File: config.mk
export PLATFORM = sky130hd
export DESIGN_NAME = sys_ctl_regs
export DESIGN_NICKNAME = d
export VERILOG_FILES = /design/src/rtl/sysctl_pkg.sv /design/src/rtl/srst_pulse_ctr.sv /design/src/rtl/masked_ctl_reg.sv /design/src/rtl/strap_status.sv /design/src/rtl/sys_ctl_regs.sv
export SDC_FILE = /design/constraint.sdc
export NUM_CORES = 1
export LEC_CHECK = 0
export BUFFER_PORTS_ARGS = -buffer_cell sky130_fd_sc_hd__buf_4
export CORE_MARGIN = 2
export CORE_UTILIZATION = 56
export CTS_CLUSTER_SIZE = 40
export DETAILED_ROUTE_END_ITERATION = 10
export MAX_ROUTING_LAYER = met4
export PLACE_DENSITY = 0.77
export SLEW_MARGIN = 20
export SYNTH_ARGS = -nofsm -noshare
export SYNTH_HDL_FRONTEND = slang
export SYNTH_SLANG_ARGS = --single-unit
File: constraint.sdc
create_clock -name clk -period 3.15 [get_ports clk]
set_input_delay 0.4725 -clock clk [delete_from_list [all_inputs] [get_ports clk]]
set_output_delay 0.4725 -clock clk [all_outputs]
set_load 0.005 [all_outputs]
File: src/rtl/sysctl_pkg.sv
package sysctl_pkg;
  localparam int unsigned DATA_W = 32;

  // register byte offsets
  localparam int unsigned OFS_STATUS = 32'h04;
  localparam int unsigned OFS_SRST   = 32'h0C;
  localparam int unsigned OFS_MISC   = 32'h30;
  localparam int unsigned OFS_CLK    = 32'h34;

  // clock-control fields
  localparam int unsigned GATE_LSB   = 1;
  localparam int unsigned GATE_NUM   = 13;
  localparam int unsigned CLKRUN_BIT = 16;
  localparam int unsigned TVDIV_LSB  = 24;
  localparam int unsigned TVDIV_W    = 5;
  localparam int unsigned SECSEL_BIT = 29;

  // misc-control field
  localparam int unsigned PCI66_BIT  = 18;

  // status fields
  localparam int unsigned ST_XTAL_BIT  = 30;
  localparam int unsigned ST_AHB_LSB   = 15;
  localparam int unsigned ST_AHB_W     = 3;
  localparam int unsigned ST_RATIO_LSB = 18;
  localparam int unsigned ST_RATIO_W   = 2;

  // second-processor reset line
  localparam int unsigned CPU1_RST_BIT = 30;

  function automatic logic [DATA_W-1:0] field_mask(input int unsigned lsb, input int unsigned w);
    logic [DATA_W-1:0] m;
    m = '0;
    for (int unsigned i = 0; i < DATA_W; i++)
      if (i >= lsb && i < lsb + w) m[i] = 1'b1;
    return m;
  endfunction

  localparam logic [DATA_W-1:0] CLK_MASK =
    field_mask(GATE_LSB, GATE_NUM) | field_mask(CLKRUN_BIT, 1) |
    field_mask(TVDIV_LSB, TVDIV_W) | field_mask(SECSEL_BIT, 1);
  localparam logic [DATA_W-1:0] MISC_MASK = field_mask(PCI66_BIT, 1);
endpackage

File: src/rtl/srst_pulse_ctr.sv
module srst_pulse_ctr #(
  parameter int unsigned PULSE_LEN = 16
) (
  input  logic clk,
  input  logic rst,
  input  logic start,
  output logic active
);
  localparam int unsigned CW = (PULSE_LEN < 2) ? 1 : $clog2(PULSE_LEN + 1);

  logic [CW-1:0] cnt_q;
  logic          act_q;

  always_ff @(posedge clk) begin
    if (rst) begin
      cnt_q <= '0;
      act_q <= 1'b0;
    end else if (start) begin
      cnt_q <= CW'(PULSE_LEN);
      act_q <= 1'b1;
    end else begin
      if (cnt_q != '0) cnt_q <= cnt_q - 1'b1;
      act_q <= (cnt_q > CW'(1));
    end
  end

  assign active = act_q;
endmodule

File: src/rtl/masked_ctl_reg.sv
module masked_ctl_reg #(
  parameter int unsigned         W        = 32,
  parameter logic [W-1:0]        MASK     = '1,
  parameter logic [W-1:0]        RST_VAL  = '0
) (
  input  logic         clk,
  input  logic         rst,
  input  logic         we,
  input  logic [W-1:0] wdata,
  output logic [W-1:0] q
);
  logic [W-1:0] q_r;

  always_ff @(posedge clk) begin
    if (rst)     q_r <= RST_VAL & MASK;
    else if (we) q_r <= wdata & MASK;
  end

  assign q = q_r;
endmodule

File: src/rtl/strap_status.sv
module strap_status
  import sysctl_pkg::*;
(
  input  logic                  clk,
  input  logic                  rst,
  input  logic                  xtal_half,
  input  logic [ST_AHB_W-1:0]   ahb_speed,
  input  logic [ST_RATIO_W-1:0] cpu_ratio,
  output logic [DATA_W-1:0]     status_word
);
  logic                  xtal_q;
  logic [ST_AHB_W-1:0]   ahb_q;
  logic [ST_RATIO_W-1:0] ratio_q;

  // straps are sampled only while reset is held
  always_ff @(posedge clk) begin
    if (rst) begin
      xtal_q  <= xtal_half;
      ahb_q   <= ahb_speed;
      ratio_q <= cpu_ratio;
    end
  end

  always_comb begin
    status_word = '0;
    status_word[ST_XTAL_BIT] = xtal_q;
    status_word[ST_AHB_LSB +: ST_AHB_W] = ahb_q;
    status_word[ST_RATIO_LSB +: ST_RATIO_W] = ratio_q;
  end
endmodule

File: src/rtl/sys_ctl_regs.sv
module sys_ctl_regs
  import sysctl_pkg::*;
#(
  parameter int unsigned ADDR_W    = 8,
  parameter int unsigned NUM_RST   = 32,
  parameter int unsigned PULSE_LEN = 16
) (
  input  logic                  clk,
  input  logic                  rst,
  input  logic                  bus_wr,
  input  logic                  bus_rd,
  input  logic [ADDR_W-1:0]     bus_addr,
  input  logic [31:0]           bus_wdata,
  output logic [31:0]           bus_rdata,
  input  logic                  strap_xtal_half,
  input  logic [2:0]            strap_ahb_speed,
  input  logic [1:0]            strap_cpu_ratio,
  output logic [NUM_RST-1:0]    srst_out,
  output logic [12:0]           gate_off,
  output logic                  clkrun_en,
  output logic [4:0]            tv_half_div,
  output logic                  sec_clk_full,
  output logic                  pci_clk_fast
);
  localparam int unsigned RST_USED = (NUM_RST < DATA_W) ? NUM_RST : DATA_W;

  logic hit_status, hit_srst, hit_misc, hit_clk;
  logic [DATA_W-1:0] clk_q, misc_q, status_w, srst_w, rd_mux, rdata_q;

  assign hit_status = (bus_addr == ADDR_W'(OFS_STATUS));
  assign hit_srst   = (bus_addr == ADDR_W'(OFS_SRST));
  assign hit_misc   = (bus_addr == ADDR_W'(OFS_MISC));
  assign hit_clk    = (bus_addr == ADDR_W'(OFS_CLK));

  // one self-timed pulse generator per reset line
  for (genvar i = 0; i < NUM_RST; i++) begin : g_line
    if (i < DATA_W) begin : g_mapped
      srst_pulse_ctr #(.PULSE_LEN(PULSE_LEN)) u_ctr (
        .clk    (clk),
        .rst    (rst),
        .start  (bus_wr && hit_srst && bus_wdata[i]),
        .active (srst_out[i])
      );
    end else begin : g_unmapped
      assign srst_out[i] = 1'b0;
    end
  end

  always_comb begin
    srst_w = '0;
    srst_w[RST_USED-1:0] = srst_out[RST_USED-1:0];
  end

  masked_ctl_reg #(.W(DATA_W), .MASK(CLK_MASK), .RST_VAL('0)) u_clk_reg (
    .clk   (clk),
    .rst   (rst),
    .we    (bus_wr && hit_clk),
    .wdata (bus_wdata),
    .q     (clk_q)
  );

  masked_ctl_reg #(.W(DATA_W), .MASK(MISC_MASK), .RST_VAL('0)) u_misc_reg (
    .clk   (clk),
    .rst   (rst),
    .we    (bus_wr && hit_misc),
    .wdata (bus_wdata),
    .q     (misc_q)
  );

  strap_status u_status (
    .clk         (clk),
    .rst         (rst),
    .xtal_half   (strap_xtal_half),
    .ahb_speed   (strap_ahb_speed),
    .cpu_ratio   (strap_cpu_ratio),
    .status_word (status_w)
  );

  always_comb begin
    rd_mux = '0;
    if (hit_status) rd_mux = status_w;
    if (hit_srst)   rd_mux = srst_w;
    if (hit_misc)   rd_mux = misc_q;
    if (hit_clk)    rd_mux = clk_q;
  end

  always_ff @(posedge clk) begin
    if (rst)         rdata_q <= '0;
    else if (bus_rd) rdata_q <= rd_mux;
  end

  assign bus_rdata    = rdata_q;
  assign gate_off     = clk_q[GATE_LSB +: GATE_NUM];
  assign clkrun_en    = clk_q[CLKRUN_BIT];
  assign tv_half_div  = clk_q[TVDIV_LSB +: TVDIV_W];
  assign sec_clk_full = clk_q[SECSEL_BIT];
  assign pci_clk_fast = misc_q[PCI66_BIT];
endmodule

After elaboration in Yosys (flattened, before gate mapping) --
Index checks and enable logic that the tools add are counted.
Storage, ports and cells: logic and storage cells 401, flip-flop bits (word level) 251, bits of input ports 50, output and inout bits 85
Cells by class: multiplexer cells 100, reductions and logical operators 131, $lt $le $gt $ge 32, eq/ne operators 4, add/sub/neg operators 32
Operators by type and width (count):
- 2-to-1 mux 5 bit | 64
- > comparator 5 x 1 -> 1 bit (second input constant) | 32
- nonzero test 5 bit | 32
- subtractor 5 x 1 -> 5 bit (second input constant) | 32
- 2-to-1 mux 32 bit | 3
- nonzero test 2 bit | 32
- OR reduction 2 bit | 32
- logical AND 1 bit | 35
- 2-to-1 mux 1 bit | 32
- 2-to-1 mux 31 bit | 1
- equality test 8 x 6 -> 1 bit (second input constant) | 2
- equality test 8 x 3 -> 1 bit (second input constant) | 1
- equality test 8 x 4 -> 1 bit (second input constant) | 1

Depth between registers and ports, before layout --
Gate-level depths: netlist (run 1).
word-level depth 5, mapped depth 7, depth with buffers taken out 5

Hierarchy --
Synthesis (run 1) repeated with hierarchy kept, for this count alone.
Second synthesis, totals: cell total of the unflattened synthesis 1337, area, all modules 13042.5 µm²
By module, submodules not included:
- srst_pulse_ctr | instances 32, area each 292.8 µm², sequential area each 120.1 µm², cells an instance 29
- sys_ctl_regs | instances 1, area each 2217.1 µm², sequential area each 640.6 µm², cells an instance 263
- masked_ctl_reg at u_clk_reg | instances 1, area each 799.5 µm², sequential area each 400.4 µm², cells an instance 77
- strap_status | instances 1, area each 386.6 µm², sequential area each 180.2 µm², cells an instance 34
- masked_ctl_reg at u_misc_reg | instances 1, area each 270.3 µm², sequential area each 20.0 µm², cells an instance 35

Least setup slack after synthesis (run 1) --
Ideal clock, no wire load.
path kind register -> register, start reg g_line[8].g_mapped.u_ctr.cnt_q[0], end reg g_line[8].g_mapped.u_ctr.cnt_q[0], period minus slack after synthesis 1.600 ns, stages on the path, launching flop included 6, arrival 1.485 ns, path slack 1.550 ns, data required time 3.034 ns, path buffers 0, library setup time 0.116 ns, path through dfxtp_1 inv_1 ha_1 or4b_2 xnor2_1 and3_1
On the way: cells in the longest elaborated chain, start to end 1, elaborated cells on any way between the ends 2, those cells by class add/sub (1); reduce/logical (1)
RTL lines:
- from (decl) | RTL line srst_pulse_ctr.sv:11 | logic [CW-1:0] cnt_q;
- from (signal assigned) | RTL line srst_pulse_ctr.sv:19 | cnt_q <= CW'(PULSE_LEN);
- from (signal assigned) | RTL line srst_pulse_ctr.sv:22 | if (cnt_q != '0) cnt_q <= cnt_q - 1'b1;
- subtractor 5 x 1 -> 5 bit or nonzero test 5 bit (tied branches) | RTL line srst_pulse_ctr.sv:22
Parallel ways exist; a longest one is shown, timed or not. A chain may end at the register's enable or synchronous reset.

Final worst setup path (run 1) --
start reg g_line[5].g_mapped.u_ctr.cnt_q[0], end reg g_line[5].g_mapped.u_ctr.cnt_q[0]
On the way: cells in the longest elaborated chain, start to end 1, elaborated cells on any way between the ends 2, those cells by class add/sub (1); reduce/logical (1)
RTL lines (RTL line):
- from (decl) | srst_pulse_ctr.sv:11
- from (signal assigned) | srst_pulse_ctr.sv:19
- from (signal assigned) | srst_pulse_ctr.sv:22
- subtractor 5 x 1 -> 5 bit or nonzero test 5 bit (tied branches) | srst_pulse_ctr.sv:22
Parallel ways exist; a longest one is shown, timed or not.

==> impl_metrics.yaml, run 1 <==
outcome:
  status: "complete, no violations"
synth:
  synth_top_flop_cell: "dfxtp_1"
  syn_inst: 1308
  synth_area_per_cell_um2: 9.120
  yosysSeqAreaShare: 0.4263
  synth_top_cell_area_share: 0.4112
  synth_area_leaders: "dfxtp_1 41%, ha_1 6.7%, xnor2_1 4.6%, nor2_1 3.6%, o31ai_1 3.2%"
  yosys.cell_types.count: 46
  synth_nets: 1422
  synth_edf_count: 6
  synth_top_area_cell: "dfxtp_1"
  synthArstFlopShare: 0
  ys_seq_elements: 251
  yosysWarningCount: 0
  synth_area_mm2: 0.01193
drt:
  viasPerCell: 5.627
  top_layer_used: "met4"
  drt_wl_total_um: 26140
  route.detailed.drc: 0
  ant_nets: 0
  drtIter0Drc: 449
  met1_length_um: 11270
  dr_wl_met2_um: 12940
  first_pass_iters: 4
  routed-via-count: 9335
  routedWlPerCell_um: 15.76
  wl_met3_um: 1418
clocking:
  cts_tree: "yes"
  insertion_delay_ns: 0.53
  clock-sinks: 251
  cts_buffers: 27
  post_cts_buffers: 0
  cts-root-buf: "clkbuf_16"
  htreeDepth: 1
  cts.path.max_buffers: 3
  clk_pin_slew_ns: 0.06
  postCtsHoldBufs: 0
  cts.repair.resized: 0
critical_path:
  cp.arrival_ns: 2.14
  crit_path_start_kind: "register"
  r2r_setup_slack_ns: 1.43
  reg2reg_from: "g_line[5].g_mapped.u_ctr.cnt_q[0]"
  crit_chain: "inv_1 -> ha_1 -> or4b_2 -> xnor2_1 -> nor2_1"
  cpPeakStageDelay_ns: 0.69
  crit_required_ns: 3.56
  worst_setup_path_end_kind: "register"
  r2r-end: "g_line[5].g_mapped.u_ctr.cnt_q[0]"
  worst_path_max_delay_cell: "or4b_2"
  crit_fanout: 5
  worst_r2r_path_depth: 5
  path_class: "register to register"
grt:
  grt_overflow: 0
  grt_pass1_wl_um: 42980
  grt_max_degree: 49
  grt_usage: 0.2365
  grt_pass1_vias: 8972
  antenna_found_initial: 0
finish:
  final_cells: 1659
  mostFrequentLayoutCell: "dfxtp_1"
  n_fill_cell: 1790
  utilization: 0.6520
  finalNetCount: 1477
  final_cell_mix: "245 x dfxtp_1, 144 x buf_4, 114 x nor2_1"
  n_antenna_cell: 0
  drive_above_1_share: 0.1582
  area_growth_pct: 14.53
timing:
  timing.slew.headroom: 0.3211
  worstMarginPinSlew_ns: 1.017
  fin_tns_setup_ns: 0
  fin_ws_ns: 1.427
  fin_crit_sh: 0.5469
  fin_skew_ns: 0.01200
  rsz0062_at_grt: "no"
  slew_viol_final: 0
  hold_viol: 0
  setup_viol: 0
  period_needed_ns: 1.723
  max_clock_freq_mhz: 580.4
floorplan:
  start_util: 0.5693
  num_io_pins: 135
  die_x_um: 150.0
  die-area_mm2: 0.02249
  core_area_mm2: 0.02096
  rows: 53
  die_h_um: 150.0
power_and_ir_drop:
  p_int_mw: 8.642
  comb_power_share: 0.373
  power_frac_seq: 0.390
  power.density_mw_per_mm2: 976.1
  p_total_mw: 13.34
  switchingPower_mw: 4.693
  power_leakage_nw: 5.768
  swShare: 0.3519
  clockPowerShare: 0.237
  vdd_drop_max_mv: 0.5700
flow_run:
  max_cap_viol_count: 0
worst_hold_path:
  hold_class: "primary input to register"
  min_from: "strap_cpu_ratio[0]"
  holdPathStages: 1
  min_to: "u_status.ratio_q[0]"
placed_design:
  dp_hpwl_um: 17770
  pre_cts_ws_ns: 0.8983
  place.gp.congestion: 0.8189
  io_buffers: 134
  placedCellCount: 1609
==> per-stage QoR <==
step	hold WS (ns)	area, um2
after floorplan	0.4568	11930
after global placement	0.4569	12750
after detailed placement	0.4642	12750
after CTS	0.1000	13660
after global routing	0.1028	13660
final	0.1173	13660
==> flip-flops by register name, summed over array words and instances (netlist names) <==
signal / count
g_line.g_mapped.u_ctr.cnt_q: 160
bus_rdata: 32
g_line.g_mapped.u_ctr.active: 32
u_clk_reg.q: 20
u_status.ahb_q: 3
u_status.ratio_q: 2
u_misc_reg.q: 1
u_status.xtal_q: 1
==> cell families after synthesis <==
group           count (synthesis)  synth area share
xor+xnor                       94           0.06902
buf+inv                       220           0.08601
flops                         251            0.4263
compound gates                250            0.1524
mux                            26           0.02245
simple gates                  403            0.1767
fa+ha+maj                      64           0.06713
==> area by class of cell <==
class | instances | area (um2) | share of cell area
sequential | 251 | 5085 | 0.3722
clock inverter | 6 | 62.56 | 0.004579
timing repair buffer | 146 | 1121 | 0.08206
tap | 275 | 344.1 | 0.02519
inverter | 100 | 375.4 | 0.02747
multi-input combinational | 837 | 5824 | 0.4263
clock buffer | 44 | 849.6 | 0.06218
==> critical path: cells and delay by family (launching register included) <==
kind                     cells  cell delay, ns
XOR/XNOR                     1            0.22
adder cells (fa/ha/maj)      1            0.21
buffers and inverters        1            0.08
flip-flops                   1            0.36
AND/OR/NAND/NOR              2            0.76
==> Yosys cell counts, drive strengths merged (2+ instances only) <==
cell type	instances
a211oi	32
a21oi	44
a221oi	3
a22oi	19
a31oi	32
a41o	31
and3	3
buf	74
clkbuf	46
dfxtp	245
edfxtp	6
ha	64
inv	100
mux2	6
mux2i	20
nand2	94
nand2b	11
nand4	43
nor2	115
nor3	63
nor3b	32
o21bai	32
o31ai	51
or3	2
or4b	32
xnor2	63
xor2	31
==> how the worst max path moves through the flow <==
stage                                        end                               from  slack, ns
2_1_floorplan  g_line[8].g_mapped.u_ctr.cnt_q[0]  g_line[8].g_mapped.u_ctr.cnt_q[0]       1.55
3_3_place_gp                       bus_rdata[29]                        bus_addr[7]       0.97
3_5_place_dp                       bus_rdata[29]                        bus_addr[7]       0.90
4_1_cts                            bus_rdata[12]                        bus_addr[7]       1.42
5_1_grt                            bus_rdata[29]                        bus_addr[7]       1.29
6_report       g_line[5].g_mapped.u_ctr.cnt_q[0]  g_line[5].g_mapped.u_ctr.cnt_q[0]       1.43
==> routing by layer <==
| metal | vias to the layer above | track usage |
|---|---|---|
| met3 | 39 | 0.03841 |
| met4 | 0 | 0.05849 |
| met5 | - | - |
| met1 | 4442 | 0.2839 |
| met2 | 193 | 0.4144 |
| li1 | 4661 | - |
==> power groups by stage <==
stage	clock network, mW	registers, mW	logic [mW]
2_1_floorplan	0	4.98	4.39
3_3_place_gp	0	5.19	4.76
3_5_place_dp	0	5.23	4.95
4_1_cts	3.23	5.18	5.02
5_1_grt	3.36	5.35	5.69
6_report	3.17	5.20	4.97
(Power assumes the default switching activity.)
==> run 2, diff against run 1 <==
==> constraint.sdc (replaced) <==
create_clock -name clk -period 1.6 [get_ports clk]
set_input_delay 0.24 -clock clk [delete_from_list [all_inputs] [get_ports clk]]
set_output_delay 0.24 -clock clk [all_outputs]
set_load 0.005 [all_outputs]
==> run 2 against run 1 <==
  * Cell count up 6.0%
  * Die area did not move
  * Total power grew 110%
  * Highest routed layer unchanged
  * Sequential share of layout area fell by 2.7 points
  * Critical path depth is the same
  * Sequential cell count unchanged
  * Core utilization increased by 5.2 points
  * Clock skew up 0.0053 ns
  * Non-clock buffer count up 102
==> impl_metrics.yaml, run 2 (same netlist as run 1, synthesis figures left out) <==
timing:
  rsz0062_at_grt: "no"
  hold_viol: 0
  setup_viol: 0
  period_needed_ns: 1.532
  fin_crit_sh: 0.9572
  timing.slew.headroom: 0.7246
  max_clock_freq_mhz: 652.9
  fin_tns_setup_ns: 0
  slew_viol_final: 0
  fin_ws_ns: 0.06844
  worstMarginPinSlew_ns: 0.4075
  fin_skew_ns: 0.01732
  holdWs_ns: 0.02818
finish:
  mostFrequentLayoutCell: "dfxtp_1"
  final_cell_mix: "245 x dfxtp_1, 213 x buf_4, 114 x nor2_1"
  final_cell_area_mm2: 0.01475
  finalNetCount: 1578
  n_fill_cell: 1577
  largest_reg_flops: 160
  seqCellArea_mm2: 0.005085
  multi_input_area_mm2: 0.005973
  drive_above_1_share: 0.2124
  top_register: "g_line.g_mapped.u_ctr.cnt_q"
  utilization: 0.7037
  area_growth_pct: 23.62
clocking:
  cts_buffers: 26
  clock-sinks: 251
  clk_pin_slew_ns: 0.06
  post_cts_buffers: 0
  cts-root-buf: "clkbuf_16"
  cts.path.max_buffers: 3
  insertion_delay_ns: 0.53
  htreeDepth: 1
  cts_tree: "yes"
critical_path:
  cp.arrival_ns: 1.95
  worst_path_max_delay_cell: "or4b_4"
  worst_setup_path_end_kind: "register"
  crit_required_ns: 2.02
  cpPeakStageDelay_ns: 0.52
  path_class: "register to register"
  crit_fanout: 5
  crit_path_start_kind: "register"
  crit_chain: "inv_1 -> ha_1 -> or4b_4 -> xnor2_1 -> nor2_1"
placed_design:
  dp_hpwl_um: 19070
  place.gp.congestion: 0.8103
  pre_cts_ws_ns: -0.05617
  placed_cell_area_mm2: 0.01343
  io_buffers: 134
grt:
  grt_overflow: 0
  grt_usage: 0.2518
  grt_max_degree: 50
  grt_pass1_wl_um: 45370
  grt_pass1_vias: 9630
  antenna_found_initial: 1
drt:
  first_pass_iters: 5
  route.detailed.drc: 0
  drtIter0Drc: 495
  routedWlPerCell_um: 15.78
  ant_nets: 0
  routed-via-count: 9874
  drt_wl_total_um: 27760
  viasPerCell: 5.613
flow_run:
  max_cap_viol_count: 0
worst_hold_path:
  hold_class: "primary input to register"
outcome:
  status: "complete, no violations"
floorplan:
  die_x_um: 150.0
  die-area_mm2: 0.02249
  rows: 53
  core_area_mm2: 0.02096
  num_io_pins: 135
  die_h_um: 150.0
  start_util: 0.5693
power_and_ir_drop:
  switchingPower_mw: 9.650
  power_leakage_nw: 6.351
  p_int_mw: 18.57
  swShare: 0.3420
  comb_power_share: 0.422
  power.density_mw_per_mm2: 1913
  clockPowerShare: 0.225
  vdd_drop_max_mv: 1.372
  power_frac_seq: 0.353
[run 2: worst max-delay path, delay by kind of cell (launching register included)]
kind / cells / cell delay [ns]
adders and majority gates: 1 / 0.20
DFF: 1 / 0.35
and+or+nand+nor: 2 / 0.58
xor gates and xnor gates: 1 / 0.18
buffers and inverters: 1 / 0.10
[run 2: metrics by stage]
step | cells | power [mW]
2_1_floorplan | 1308 | 18.45
3_3_place_gp | 1686 | 20.62
3_5_place_dp | 1686 | 21.09
4_1_cts | 1758 | 27.74
5_1_grt | 1759 | 30.30
6_report | 1759 | 28.21
[run 2: metal layers]
metal | GRT usage | routed length [um]
met5 | - | 0
met4 | 0.08868 | 897
met3 | 0.03933 | 1465
met2 | 0.4313 | 13560
met1 | 0.3009 | 11830
[run 2: power groups by stage]
stage                     registers (mW)  clock network, mW  logic, mW
after floorplan                     9.81                  0       8.65
after global placement              9.89                  0       10.7
after detailed placement            9.96                  0       11.1
after CTS                           9.86               6.45       11.4
after global routing                10.2               6.72       13.4
final                               9.95               6.35       11.9
[run 2: timing repair]
action | in CTS | in global routing
pin swaps | 0 | 0
setup endpoints to repair | 3 | 56
gates resized for setup | 3 | 35
hold buffers | 25 | 0
endpoints found under the hold margin | 27 | 0
[run 2: final cells by class]
type / instances / share of cell area
multi-input cells: 837 / 0.4051
flip-flops and latches: 251 / 0.3448
repair buffers: 248 / 0.1390
clock buffers: 39 / 0.05439
inverters: 100 / 0.02545
well taps: 275 / 0.02333
clock inverters: 8 / 0.007806
diodes: 1 / 0.0001697
[run 2: path summary, 6_finish.rpt]
kind / from / to / slack (ns) / depth (start not counted)
min reg2reg: bus_rdata[20] / bus_rdata[20] / 0.47 / 2
min: bus_wdata[6] / u_clk_reg.q[6] / 0.03 / 3
max reg2reg: g_line[17].g_mapped.u_ctr.cnt_q[0] / g_line[17].g_mapped.u_ctr.cnt_q[0] / 0.07 / 5
max: g_line[17].g_mapped.u_ctr.cnt_q[0] / g_line[17].g_mapped.u_ctr.cnt_q[0] / 0.07 / 5
==> run 3, diff against run 2 <==
--- a/config.mk
+++ b/config.mk
@@ -12,6 +12,7 @@
 export DETAILED_ROUTE_END_ITERATION = 10
 export MAX_ROUTING_LAYER = met4
 export PLACE_DENSITY = 0.77
+export RECOVER_POWER = 100
 export SLEW_MARGIN = 20
 export SYNTH_ARGS = -nofsm -noshare
 export SYNTH_HDL_FRONTEND = slang
==> run 3 against run 2 <==
  * Non-clock buffer count stayed put
  * Critical path depth stayed put
  * Clock-buffer cell count stayed put
  * Fmax hardly changed
  * Via count is 0.35% lower
  * Design area is 1.2% lower
  * Cell count stayed put
  * Critical path type unchanged
  * Largest cell class unchanged
  * Highest routed layer unchanged
==> impl_metrics.yaml, run 3 (same netlist as run 1, synthesis figures left out) <==
outcome:
  status: "complete, no violations"
clocking:
  cts_buffers: 26
  cts-root-buf: "clkbuf_16"
  cts_tree: "yes"
  cts.path.max_buffers: 3
  htreeDepth: 1
  insertion_delay_ns: 0.53
  post_cts_buffers: 0
  clk_pin_slew_ns: 0.06
  clock-sinks: 251
timing:
  max_clock_freq_mhz: 653.0
  hold_viol: 0
  fin_skew_ns: 0.01637
  rsz0062_at_grt: "no"
  period_needed_ns: 1.531
  timing.slew.headroom: 0.5751
  fin_crit_sh: 0.9571
  worstMarginPinSlew_ns: 0.6373
  setup_viol: 0
  holdWs_ns: 0.02851
  slew_viol_final: 0
critical_path:
  worst_r2r_path_depth: 5
  crit_fanout: 5
  worst_setup_path_end_kind: "register"
  path_class: "register to register"
  crit_path_start_kind: "register"
  cp.arrival_ns: 1.95
  crit_required_ns: 2.01
finish:
  area_growth_pct: 22.13
  drive_above_1_share: 0.1875
  mostFrequentLayoutCell: "dfxtp_1"
  largest_reg_flops: 160
  top_register: "g_line.g_mapped.u_ctr.cnt_q"
  finalNetCount: 1578
  final_cell_area_mm2: 0.01457
  final_cell_mix: "245 x dfxtp_1, 114 x nor2_1, 112 x buf_4"
  final_cells: 1759
placed_design:
  place.gp.congestion: 0.8103
  placed_cell_area_mm2: 0.01343
  dp_hpwl_um: 19070
  io_buffers: 134
  placedCellCount: 1686
grt:
  grt_overflow: 0
  grt_usage: 0.2518
  grt_max_degree: 50
  antenna_found_initial: 1
  grt_pass1_wl_um: 45370
  grt_pass1_vias: 9630
floorplan:
  die_h_um: 150.0
  start_util: 0.5693
  core_area_mm2: 0.02096
  rows: 53
  die-area_mm2: 0.02249
  num_io_pins: 135
  die_x_um: 150.0
flow_run:
  max_cap_viol_count: 0
power_and_ir_drop:
  vdd_drop_max_mv: 1.373
  power.density_mw_per_mm2: 1913
  power_leakage_nw: 6.189
drt:
  route.detailed.drc: 0
  drt_wl_total_um: 27700
  viasPerCell: 5.594
  first_pass_iters: 4
  ant_nets: 0
  routed-via-count: 9839
  drtIter0Drc: 500
  routedWlPerCell_um: 15.75
worst_hold_path:
  holdPathStages: 3
  hold_class: "primary input to register"
## run 3: cell count changes in the layout (fill, tap and decap cells not counted), sizes merged
cell and change:
buf -103, clkbuf +103
## run 3: critical path, cell delays in order (launching register included)
cell and delay [ns]:
dfxtp_1 0.35, inv_1 0.09, ha_1 0.20, or4b_4 0.52, xnor2_1 0.18, nor2_1 0.06
## run 3: layout make-up
| class | instances | area, um2 |
|---|---|---|
| fillers | 1633 | 6386 |
| diodes | 1 | 2.502 |
| repair buffers | 248 | 1917 |
| well taps | 275 | 344.1 |
| inverters | 100 | 375.4 |
| flip-flops and latches | 251 | 5085 |
| multi-input cells | 837 | 5928 |
| clock buffers | 39 | 802.0 |
| clock inverters | 8 | 115.1 |
## run 3: worst paths after layout
kind | start | slack [ns] | endpoint
min reg2reg | bus_rdata[20] | 0.47 | bus_rdata[20]
max | g_line[17].g_mapped.u_ctr.cnt_q[0] | 0.07 | g_line[17].g_mapped.u_ctr.cnt_q[0]
min | bus_wdata[6] | 0.03 | u_clk_reg.q[6]
max reg2reg | g_line[17].g_mapped.u_ctr.cnt_q[0] | 0.07 | g_line[17].g_mapped.u_ctr.cnt_q[0]
## run 3: where the power goes
part | internal, mW | switching [mW] | total (mW)
registers | 8.19 | 1.74 | 9.93
clock network | 3.93 | 2.41 | 6.34
logic | 6.16 | 5.44 | 11.6
total | 18.3 | 9.59 | 27.9
## run 3: repair_timing
| item | 4_1_cts | 5_1_grt |
|---|---|---|
| gates resized for setup | 3 | 35 |
| hold endpoints to repair | 27 | 0 |
| setup endpoints to repair | 3 | 56 |
| hold buffers | 25 | 0 |
## run 3: metal layers
metal	GRT usage	routed length, um	up-vias
li1	-	-	4859
met1	0.3009	11950	4700
met2	0.4313	13520	217
met3	0.03933	1326	63
met4	0.08868	897	0
met5	-	0	-
## run 3: through the flow
step / power [mW] / setup TNS [ns] / utilization / worst slack, ns
6_report: 27.87 / 0 / 0.6952 / 0.06863
5_1_grt: 29.96 / 0 / 0.6952 / 0.001840
4_1_cts: 27.74 / 0 / 0.6973 / 0.003168
3_5_place_dp: 21.09 / -0.3935 / 0.6410 / -0.05617
3_3_place_gp: 20.62 / 0 / 0.6410 / 0.002846
2_1_floorplan: 18.45 / 0 / - / 0.01924
